### config.mk
export PLATFORM = sky130hd
export DESIGN_NAME = btb_ras_predictor
export DESIGN_NICKNAME = d
export VERILOG_FILES = /design/src/rtl/btb_pkg.sv /design/src/rtl/btb_datapath.sv /design/src/rtl/btb_control.sv /design/src/rtl/btb_ras_predictor.sv
export SDC_FILE = /design/constraint.sdc
export NUM_CORES = 1
export LEC_CHECK = 0
export CORE_MARGIN = 2
export CORE_UTILIZATION = 42
export CTS_BUF_LIST = sky130_fd_sc_hd__clkbuf_16
export DETAILED_ROUTE_END_ITERATION = 16
export SETUP_SLACK_MARGIN = 0.3
export SLEW_MARGIN = 20
export SYNTH_ARGS = -nofsm -noshare
export SYNTH_HDL_FRONTEND = slang
export SYNTH_HIERARCHICAL = 1
export SYNTH_SLANG_ARGS = --single-unit
export TNS_END_PERCENT = 30
### constraint.sdc
create_clock -name clk -period 12.6 [get_ports clk]
set_input_delay 2.52 -clock clk [delete_from_list [all_inputs] [get_ports clk]]
set_output_delay 2.52 -clock clk [all_outputs]
set_load 0.05 [all_outputs]
### src/rtl/btb_pkg.sv
package btb_pkg;

  typedef enum logic [1:0] {
    KIND_COND = 2'd0,
    KIND_JUMP = 2'd1,
    KIND_CALL = 2'd2,
    KIND_RET  = 2'd3
  } brKind_e;

  typedef struct packed {
    logic wrEn;
    logic rasPush;
    logic rasPop;
  } btbStrobe_t;

endpackage

### src/rtl/btb_datapath.sv
module btb_datapath
  import btb_pkg::*;
#(
  parameter int PC_W      = 32,
  parameter int ENTRIES   = 8,
  parameter int TAG_BITS  = 14,
  parameter int RAS_DEPTH = 6,
  parameter int SLOT_W    = 3,
  parameter int RAS_IDX_W = 3
) (
  input  logic                 clk,
  input  logic                 rstN,
  input  logic [TAG_BITS-1:0]  fetchTag,
  input  btbStrobe_t           ctl,
  input  logic [SLOT_W-1:0]    wrSlot,
  input  logic [TAG_BITS-1:0]  wrTag,
  input  logic [PC_W-1:0]      wrTarget,
  input  brKind_e              wrKind,
  input  logic [RAS_IDX_W-1:0] rasWrIdx,
  input  logic [PC_W-1:0]      rasWrData,
  input  logic [RAS_IDX_W-1:0] rasRdIdx,
  output logic                 lkHit,
  output logic [SLOT_W-1:0]    lkSlot,
  output logic [PC_W-1:0]      lkTarget,
  output brKind_e              lkKind,
  output logic [PC_W-1:0]      rasTopData
);

  logic [ENTRIES-1:0]  validQ;
  logic [TAG_BITS-1:0] tagQ    [ENTRIES];
  logic [PC_W-1:0]     targetQ [ENTRIES];
  brKind_e             kindQ   [ENTRIES];
  logic [PC_W-1:0]     rasQ    [RAS_DEPTH];
  logic [ENTRIES-1:0]  matchVec;

  // one comparator per slot
  for (genvar g = 0; g < ENTRIES; g++) begin : gMatch
    assign matchVec[g] = validQ[g] && (tagQ[g] == fetchTag);
  end

  // lowest matching slot wins
  always_comb begin
    lkSlot = '0;
    for (int i = ENTRIES - 1; i >= 0; i--) begin
      if (matchVec[i]) lkSlot = SLOT_W'(i);
    end
  end

  assign lkHit      = |matchVec;
  assign lkTarget   = targetQ[lkSlot];
  assign lkKind     = kindQ[lkSlot];
  assign rasTopData = rasQ[rasRdIdx];

  always_ff @(posedge clk) begin
    if (!rstN) validQ <= '0;
    else if (ctl.wrEn) validQ[wrSlot] <= 1'b1;
  end

  always_ff @(posedge clk) begin
    if (ctl.wrEn) begin
      tagQ[wrSlot]    <= wrTag;
      targetQ[wrSlot] <= wrTarget;
      kindQ[wrSlot]   <= wrKind;
    end
  end

  always_ff @(posedge clk) begin
    if (ctl.rasPush) rasQ[rasWrIdx] <= rasWrData;
  end

  AST_WRITE_LANDS: assert property (@(posedge clk) disable iff (!rstN)
    ctl.wrEn |=> validQ[$past(wrSlot)] && tagQ[$past(wrSlot)] == $past(wrTag)
                 && targetQ[$past(wrSlot)] == $past(wrTarget));

  AST_POP_KEEPS_DATA: assert property (@(posedge clk) disable iff (!rstN)
    ctl.rasPop && !ctl.rasPush |=> rasQ[$past(rasRdIdx)] == $past(rasTopData));

endmodule

### src/rtl/btb_control.sv
module btb_control
  import btb_pkg::*;
#(
  parameter int PC_W       = 32,
  parameter int ENTRIES    = 8,
  parameter int RAS_DEPTH  = 6,
  parameter int INSN_BYTES = 4,
  parameter int REG_W      = 5,
  parameter int SLOT_W     = 3,
  parameter int IDX_W      = 4,
  parameter int RAS_IDX_W  = 3
) (
  input  logic                 clk,
  input  logic                 rstN,
  input  logic                 fetchValid,
  input  logic [PC_W-1:0]      fetchPc,
  input  logic                 lkHit,
  input  logic [SLOT_W-1:0]    lkSlot,
  input  logic [PC_W-1:0]      lkTarget,
  input  brKind_e              lkKind,
  input  logic [PC_W-1:0]      rasTopData,
  input  logic                 updValid,
  input  logic [IDX_W-1:0]     updEntry,
  input  logic                 updCond,
  input  logic                 updIndirect,
  input  logic [REG_W-1:0]     updRd,
  input  logic [REG_W-1:0]     updRs1,
  input  logic                 updAuipcPair,
  output btbStrobe_t           ctl,
  output logic [SLOT_W-1:0]    wrSlot,
  output brKind_e              wrKind,
  output logic [RAS_IDX_W-1:0] rasWrIdx,
  output logic [PC_W-1:0]      rasWrData,
  output logic [RAS_IDX_W-1:0] rasRdIdx,
  output logic                 predHit,
  output logic                 predValid,
  output logic [IDX_W-1:0]     predEntry,
  output logic [1:0]           predKind,
  output logic [PC_W-1:0]      predNextPc
);

  localparam int CNT_W = $clog2(RAS_DEPTH + 1);
  localparam logic [IDX_W-1:0]     ENTRY_LIMIT = IDX_W'(ENTRIES);
  localparam logic [SLOT_W-1:0]    LAST_SLOT   = SLOT_W'(ENTRIES - 1);
  localparam logic [RAS_IDX_W-1:0] LAST_RAS    = RAS_IDX_W'(RAS_DEPTH - 1);
  localparam logic [CNT_W-1:0]     RAS_FULL    = CNT_W'(RAS_DEPTH);
  localparam logic [REG_W-1:0]     LINK_A      = REG_W'(1);
  localparam logic [REG_W-1:0]     LINK_B      = REG_W'(5);

  logic [SLOT_W-1:0]    fifoQ;
  logic [RAS_IDX_W-1:0] rasTopQ;
  logic [CNT_W-1:0]     rasCntQ;

  logic fetchHit, rasEmpty, isRet, isCall, retNoPred, allocate;
  logic rdLink, rsLink, pairSkip;
  logic [PC_W-1:0]      seqPc;
  logic [RAS_IDX_W-1:0] rasNext, rasPrev;

  // fetch side
  assign fetchHit  = fetchValid && lkHit;
  assign rasEmpty  = (rasCntQ == '0);
  assign isRet     = (lkKind == KIND_RET);
  assign isCall    = (lkKind == KIND_CALL);
  assign retNoPred = isRet && rasEmpty;
  assign seqPc     = fetchPc + PC_W'(INSN_BYTES);
  assign rasNext   = (rasTopQ == LAST_RAS) ? '0 : rasTopQ + 1'b1;
  assign rasPrev   = (rasTopQ == '0) ? LAST_RAS : rasTopQ - 1'b1;

  assign ctl.rasPush = fetchHit && isCall;
  assign ctl.rasPop  = fetchHit && isRet && !rasEmpty;
  assign rasWrIdx    = rasNext;
  assign rasWrData   = seqPc;
  assign rasRdIdx    = rasTopQ;

  assign predHit    = fetchHit;
  assign predValid  = fetchHit && !retNoPred;
  assign predEntry  = fetchHit ? {1'b0, lkSlot} : ENTRY_LIMIT;
  assign predKind   = fetchHit ? lkKind : KIND_COND;
  assign predNextPc = predValid ? (isRet ? rasTopData : lkTarget) : seqPc;

  // resolve side
  assign allocate   = !(updEntry < ENTRY_LIMIT);
  assign ctl.wrEn   = updValid;
  assign wrSlot     = allocate ? fifoQ : updEntry[SLOT_W-1:0];
  assign rdLink     = (updRd == LINK_A) || (updRd == LINK_B);
  assign rsLink     = (updRs1 == LINK_A) || (updRs1 == LINK_B);
  assign pairSkip   = updAuipcPair && updIndirect && (updRd == LINK_A) && (updRs1 == LINK_A);

  always_comb begin
    if (updCond)                           wrKind = KIND_COND;
    else if (rdLink && !pairSkip)          wrKind = KIND_CALL;
    else if (updIndirect && rsLink && !rdLink) wrKind = KIND_RET;
    else                                   wrKind = KIND_JUMP;
  end

  always_ff @(posedge clk) begin
    if (!rstN) begin
      fifoQ <= '0;
    end else if (updValid && allocate) begin
      fifoQ <= (fifoQ == LAST_SLOT) ? '0 : fifoQ + 1'b1;
    end
  end

  always_ff @(posedge clk) begin
    if (!rstN) begin
      rasTopQ <= LAST_RAS;
      rasCntQ <= '0;
    end else if (ctl.rasPush) begin
      rasTopQ <= rasNext;
      if (rasCntQ != RAS_FULL) rasCntQ <= rasCntQ + 1'b1;
    end else if (ctl.rasPop) begin
      rasTopQ <= rasPrev;
      rasCntQ <= rasCntQ - 1'b1;
    end
  end

  AST_FIFO_WRAP: assert property (@(posedge clk) disable iff (!rstN)
    updValid && allocate |=> fifoQ == (($past(fifoQ) == LAST_SLOT) ? '0 : $past(fifoQ) + 1'b1));

  AST_RAS_BOUND: assert property (@(posedge clk) disable iff (!rstN)
    rasCntQ <= RAS_FULL);

  AST_PUSH_GROWS: assert property (@(posedge clk) disable iff (!rstN)
    ctl.rasPush && rasCntQ != RAS_FULL |=> rasCntQ == $past(rasCntQ) + 1'b1);

  AST_EMPTY_RET_SEQ: assert property (@(posedge clk) disable iff (!rstN)
    fetchValid && lkHit && isRet && rasCntQ == '0 |-> !predValid && predNextPc == fetchPc + PC_W'(INSN_BYTES));

  AST_EMPTY_RET_HOLD: assert property (@(posedge clk) disable iff (!rstN)
    fetchValid && lkHit && isRet && rasCntQ == '0 |=> rasCntQ == '0 || $past(ctl.rasPush));

endmodule

### src/rtl/btb_ras_predictor.sv
module btb_ras_predictor
  import btb_pkg::*;
#(
  parameter int PC_W       = 32,
  parameter int ENTRIES    = 8,
  parameter int TAG_BITS   = 14,
  parameter int RAS_DEPTH  = 6,
  parameter int INSN_BYTES = 4,
  parameter int REG_W      = 5,
  localparam int SLOT_W    = (ENTRIES > 1) ? $clog2(ENTRIES) : 1,
  localparam int IDX_W     = SLOT_W + 1,
  localparam int RAS_IDX_W = (RAS_DEPTH > 1) ? $clog2(RAS_DEPTH) : 1
) (
  input  logic             clk,
  input  logic             rstN,
  input  logic             fetchValid,
  input  logic [PC_W-1:0]  fetchPc,
  output logic             predHit,
  output logic             predValid,
  output logic [IDX_W-1:0] predEntry,
  output logic [1:0]       predKind,
  output logic [PC_W-1:0]  predNextPc,
  input  logic             updValid,
  input  logic [PC_W-1:0]  updPc,
  input  logic [PC_W-1:0]  updTarget,
  input  logic [IDX_W-1:0] updEntry,
  input  logic             updCond,
  input  logic             updIndirect,
  input  logic [REG_W-1:0] updRd,
  input  logic [REG_W-1:0] updRs1,
  input  logic             updAuipcPair
);

  btbStrobe_t           ctl;
  logic                 lkHit;
  logic [SLOT_W-1:0]    lkSlot, wrSlot;
  logic [PC_W-1:0]      lkTarget, rasTopData, rasWrData;
  brKind_e              lkKind, wrKind;
  logic [RAS_IDX_W-1:0] rasWrIdx, rasRdIdx;

  btb_datapath #(
    .PC_W(PC_W), .ENTRIES(ENTRIES), .TAG_BITS(TAG_BITS),
    .RAS_DEPTH(RAS_DEPTH), .SLOT_W(SLOT_W), .RAS_IDX_W(RAS_IDX_W)
  ) uDatapath (
    .clk(clk), .rstN(rstN),
    .fetchTag(fetchPc[TAG_BITS-1:0]),
    .ctl(ctl), .wrSlot(wrSlot),
    .wrTag(updPc[TAG_BITS-1:0]), .wrTarget(updTarget), .wrKind(wrKind),
    .rasWrIdx(rasWrIdx), .rasWrData(rasWrData), .rasRdIdx(rasRdIdx),
    .lkHit(lkHit), .lkSlot(lkSlot), .lkTarget(lkTarget), .lkKind(lkKind),
    .rasTopData(rasTopData)
  );

  btb_control #(
    .PC_W(PC_W), .ENTRIES(ENTRIES), .RAS_DEPTH(RAS_DEPTH),
    .INSN_BYTES(INSN_BYTES), .REG_W(REG_W), .SLOT_W(SLOT_W),
    .IDX_W(IDX_W), .RAS_IDX_W(RAS_IDX_W)
  ) uControl (
    .clk(clk), .rstN(rstN),
    .fetchValid(fetchValid), .fetchPc(fetchPc),
    .lkHit(lkHit), .lkSlot(lkSlot), .lkTarget(lkTarget), .lkKind(lkKind),
    .rasTopData(rasTopData),
    .updValid(updValid), .updEntry(updEntry), .updCond(updCond),
    .updIndirect(updIndirect), .updRd(updRd), .updRs1(updRs1),
    .updAuipcPair(updAuipcPair),
    .ctl(ctl), .wrSlot(wrSlot), .wrKind(wrKind),
    .rasWrIdx(rasWrIdx), .rasWrData(rasWrData), .rasRdIdx(rasRdIdx),
    .predHit(predHit), .predValid(predValid), .predEntry(predEntry),
    .predKind(predKind), .predNextPc(predNextPc)
  );

  AST_UPD_KNOWN: assert property (@(posedge clk) disable iff (!rstN)
    updValid |-> !$isunknown(updPc));

endmodule

==> qor.csv <==
stage,metric,value,unit
global_route,vias in the first global route,14100,
power,Pleak,0.0103,µW
timing,Final min period,11.12,ns
timing,fin. max-slew vios,0,
synth,Post-synth ARST share,0,%
timing,hold slack,0.493,ns
power,Power Dens Cells,142,nW/µm²
cts,Max clock buf depth,3,
worst_setup_path,Worst path max stage delay,0.94,ns
route,Routed wire per std cell,24.2,µm
global_route,initial antenna violation count,3,
cts,htree depth,2,
place,Buffers on Ports,138,
timing,Max transition margin,31.5,%
worst_setup_path,Critical Path RT,10.08,ns
place,HPWL after DPL,38200,µm
timing,Setup TNS Final,0,ns
worst_setup_path,Crit Path Max Fanout,52,
synth,Post-synth EDFFs,576,
worst_setup_path,crit path cell chain,clkdlybuf4s50_1 -> xnor2_1 -> nand4_1 -> nor4_1 -> nor3_1 -> nor4_2 -> nor2b_4 -> buf_4 -> a221oi_2 -> nand2_1 -> o21ai_1 -> buf_4 -> inv_2 -> a211oi_1 -> or3b_2 -> buf_12,
layout,# nets final,1850,
route,"wirelength, routed",61900,µm
cts,total CTS buffers,59,
cts,CTS tree,done,
cts,cts hold-fix bufs,0,
synth,Synth Flop Type,edfxtp_1,
timing,worst clock skew,0.0293,ns
timing,Final Cycle Share,88.3,%
timing,Worst-Margin Slew,1.02,ns
place,DP Area,27800,µm²
worst_setup_path,worst path bufs/invs,5,
cts,"Gates resized, CTS repair",0,
layout,Finished Layout Cells,2561,
synth,synth warn,6,
cts,Sink Count,593,
global_route,Total Routing Usage GR,19.6,%
worst_setup_path,kind of end point of the critical path,output port,
global_route,remaining global-route overflow,0,
worst_setup_path,CP max-delay cell,clkdlybuf4s50_1,
min_path,Worst Hold Class,reg -> reg,
power,worst vdd ir,123,µV
layout,"commonest non-fill, non-tap cells in the layout","576 x edfxtp_1, 108 x xnor2_1, 104 x clkdlybuf4s50_1",
global_route,largest net degree at the start of global routing,56,
worst_setup_path,CP arrival,8.60,ns
synth,"Seq/Total Area, Yosys",69.6,%
synth,Mapped Area,25300,µm²
cts,setup bufs post-CTS,0,
route,Antenna Nets Post-Route,0,
layout,diode count,0,
layout,Area Growth Syn to Fin,17.8,%
layout,Sequential Area,17600,µm²
route,drt first pass iters,5,
run,Max-Cap Viols,0,
timing,Hold Fails Final Rpt,0,
floorplanning,Die Width,250,µm
worst_setup_path,crit path kind,in -> out,
layout,area of the multi-input gates,7230,µm²
floorplanning,I/O Pins,157,
route,vias per inst,5.58,
layout,final instance area,29800,µm²
route,Via Count,14300,
synth,Syn Nets,1701,
floorplanning,Die Ht,250,µm
floorplanning,Die Area,62300,µm²
worst_setup_path,"most used cell, CP",buf_4,
synth,"Distinct cells, synth",62,
synth,#FFs+latches synth,593,
cts,Worst-Skew Late Latency,0.63,ns
floorplanning,Starting Density,42.2,%
synth,Syn Area/Cell,16.0,µm²
timing,FMAX,89.9,MHz
worst_setup_path,family with the most delay on the worst path,buffers and inverters,
floorplanning,CORE AREA,60000,µm²
layout,"commonest non-fill, non-tap cell in the layout",edfxtp_1,
route,residual DRC count,0,
layout,layout cells sized above 1,16.4,%
global_route,first-pass GRT wire length,91000,µm
floorplanning,Site Rows,90,
timing,endpoints failing setup,0,
synth,Syn Inst Count,1579,
timing,RSZ-0062 raised after global routing,no,
cts,Worst-path clk slew,0.06,ns
worst_setup_path,Critical Path Source Type,input port,
place,dpl cells,2449,
place,gpl congestion,0.840,
status,outcome,"complete, no violations",
layout,fillers,4991,
route,DRT iter0 DRCs,1191,
cts,Root Driver,clkbuf_16,
[metal layers]
layer | track usage [%] | vias up | wire [µm]
met5 | 0 | - | 39
met1 | 28.1 | 7234 | 27900
met2 | 31.2 | 471 | 28900
met3 | 2.76 | 94 | 3670
met4 | 5.94 | 6 | 1380
li1 | - | 6494 | -
[final timing paths]
check / start / endpoint / slack (ns) / depth (start not counted)
setup / recovery: fetchPc[1] / predNextPc[19] / 1.48 / 16
hold / removal: uDatapath/validQ[7] / uDatapath/validQ[7] / 0.49 / 1
setup reg to reg: uDatapath/tagQ[4][1] / uDatapath/rasQ[1][9] / 6.74 / 13
hold reg to reg: uDatapath/validQ[7] / uDatapath/validQ[7] / 0.49 / 1
[through the flow]
step           worst slack, ns  power (µW)  util [%]
2_1_floorplan             3.36        2370         -
3_3_place_gp              1.53        2490      46.4
3_5_place_dp              1.47        2490      46.4
4_1_cts                   1.47        4280      49.7
5_1_grt                   1.09        4360      49.7
6_report                  1.48        4240      49.7
[kinds of logic (layout without fill, tap and decap cells)]
family                     count (synthesis)  in the layout  synth area share (%)
DFF                                      593            593                  69.6
and+or+nand+nor                          366            366                  7.45
muxes                                    208            208                  10.2
AOI/OAI and AO/OA                        176            176                  5.46
xor gates and xnor gates                 131            131                  4.68
buffers and inverters                    100            300                  2.38
adders and majority gates                  5              5                 0.277
[area by class of cell]
cell class	instances	share of cell area [%]
Inverter	18	0.226
Clock inverter	52	1.64
Sequential cell	593	59.1
Timing Repair Buffer	170	6.48
Tap cell	782	3.28
Clock buffer	60	5.03
Multi-Input combinational cell	886	24.2
[synth_stat cells, types with 3 or more instances]
master	count	area share (%)
xnor2_1	108	3.7
o21a_1	20	0.59
nand3_1	39	0.77
a21oi_1	47	0.93
xnor2_2	5	0.32
or4_1	8	0.24
o22ai_1	34	0.84
clkbuf_1	26	0.39
buf_8	3	0.18
mux2_1	44	2.0
buf_2	15	0.30
nand2_1	95	1.4
a221oi_2	32	1.9
xor2_1	18	0.62
o31ai_1	3	0.089
a31o_2	5	0.17
ha_1	4	0.20
nand4_1	62	1.5
mux4_2	32	2.8
nor2_1	68	1.0
mux2_2	29	1.3
nand3b_1	5	0.15
mux2i_1	103	4.1
o21ai_0	5	0.099
nand2b_1	6	0.15
or3b_2	3	0.10
buf_6	16	0.71
dfxtp_1	17	1.3
nor3_1	17	0.34
nor4_1	17	0.42
buf_4	10	0.30
inv_1	17	0.25
nor4_2	3	0.15
and2_1	3	0.074
a31oi_1	17	0.42
and3_1	18	0.44
or3_1	6	0.15
buf_1	11	0.16
edfxtp_1	576	68
[registers in the layout, indices dropped and copies added, names as in the netlist]
register,count
uControl/fifoQ,3
uDatapath/tagQ,112
uDatapath/validQ,8
uControl/rasRdIdx,3
uDatapath/rasQ,192
uDatapath/kindQ,16
uDatapath/targetQ,256
uControl/rasCntQ,3
[power breakdown]
group	internal, µW	switching, µW	leakage, µW	total, µW
Sequential	2200	8.07	0.00536	2210
Combinational	92.6	153	0.00396	246
Clock	1050	742	0.00101	1790
Power figures use the tool's default switching activity.
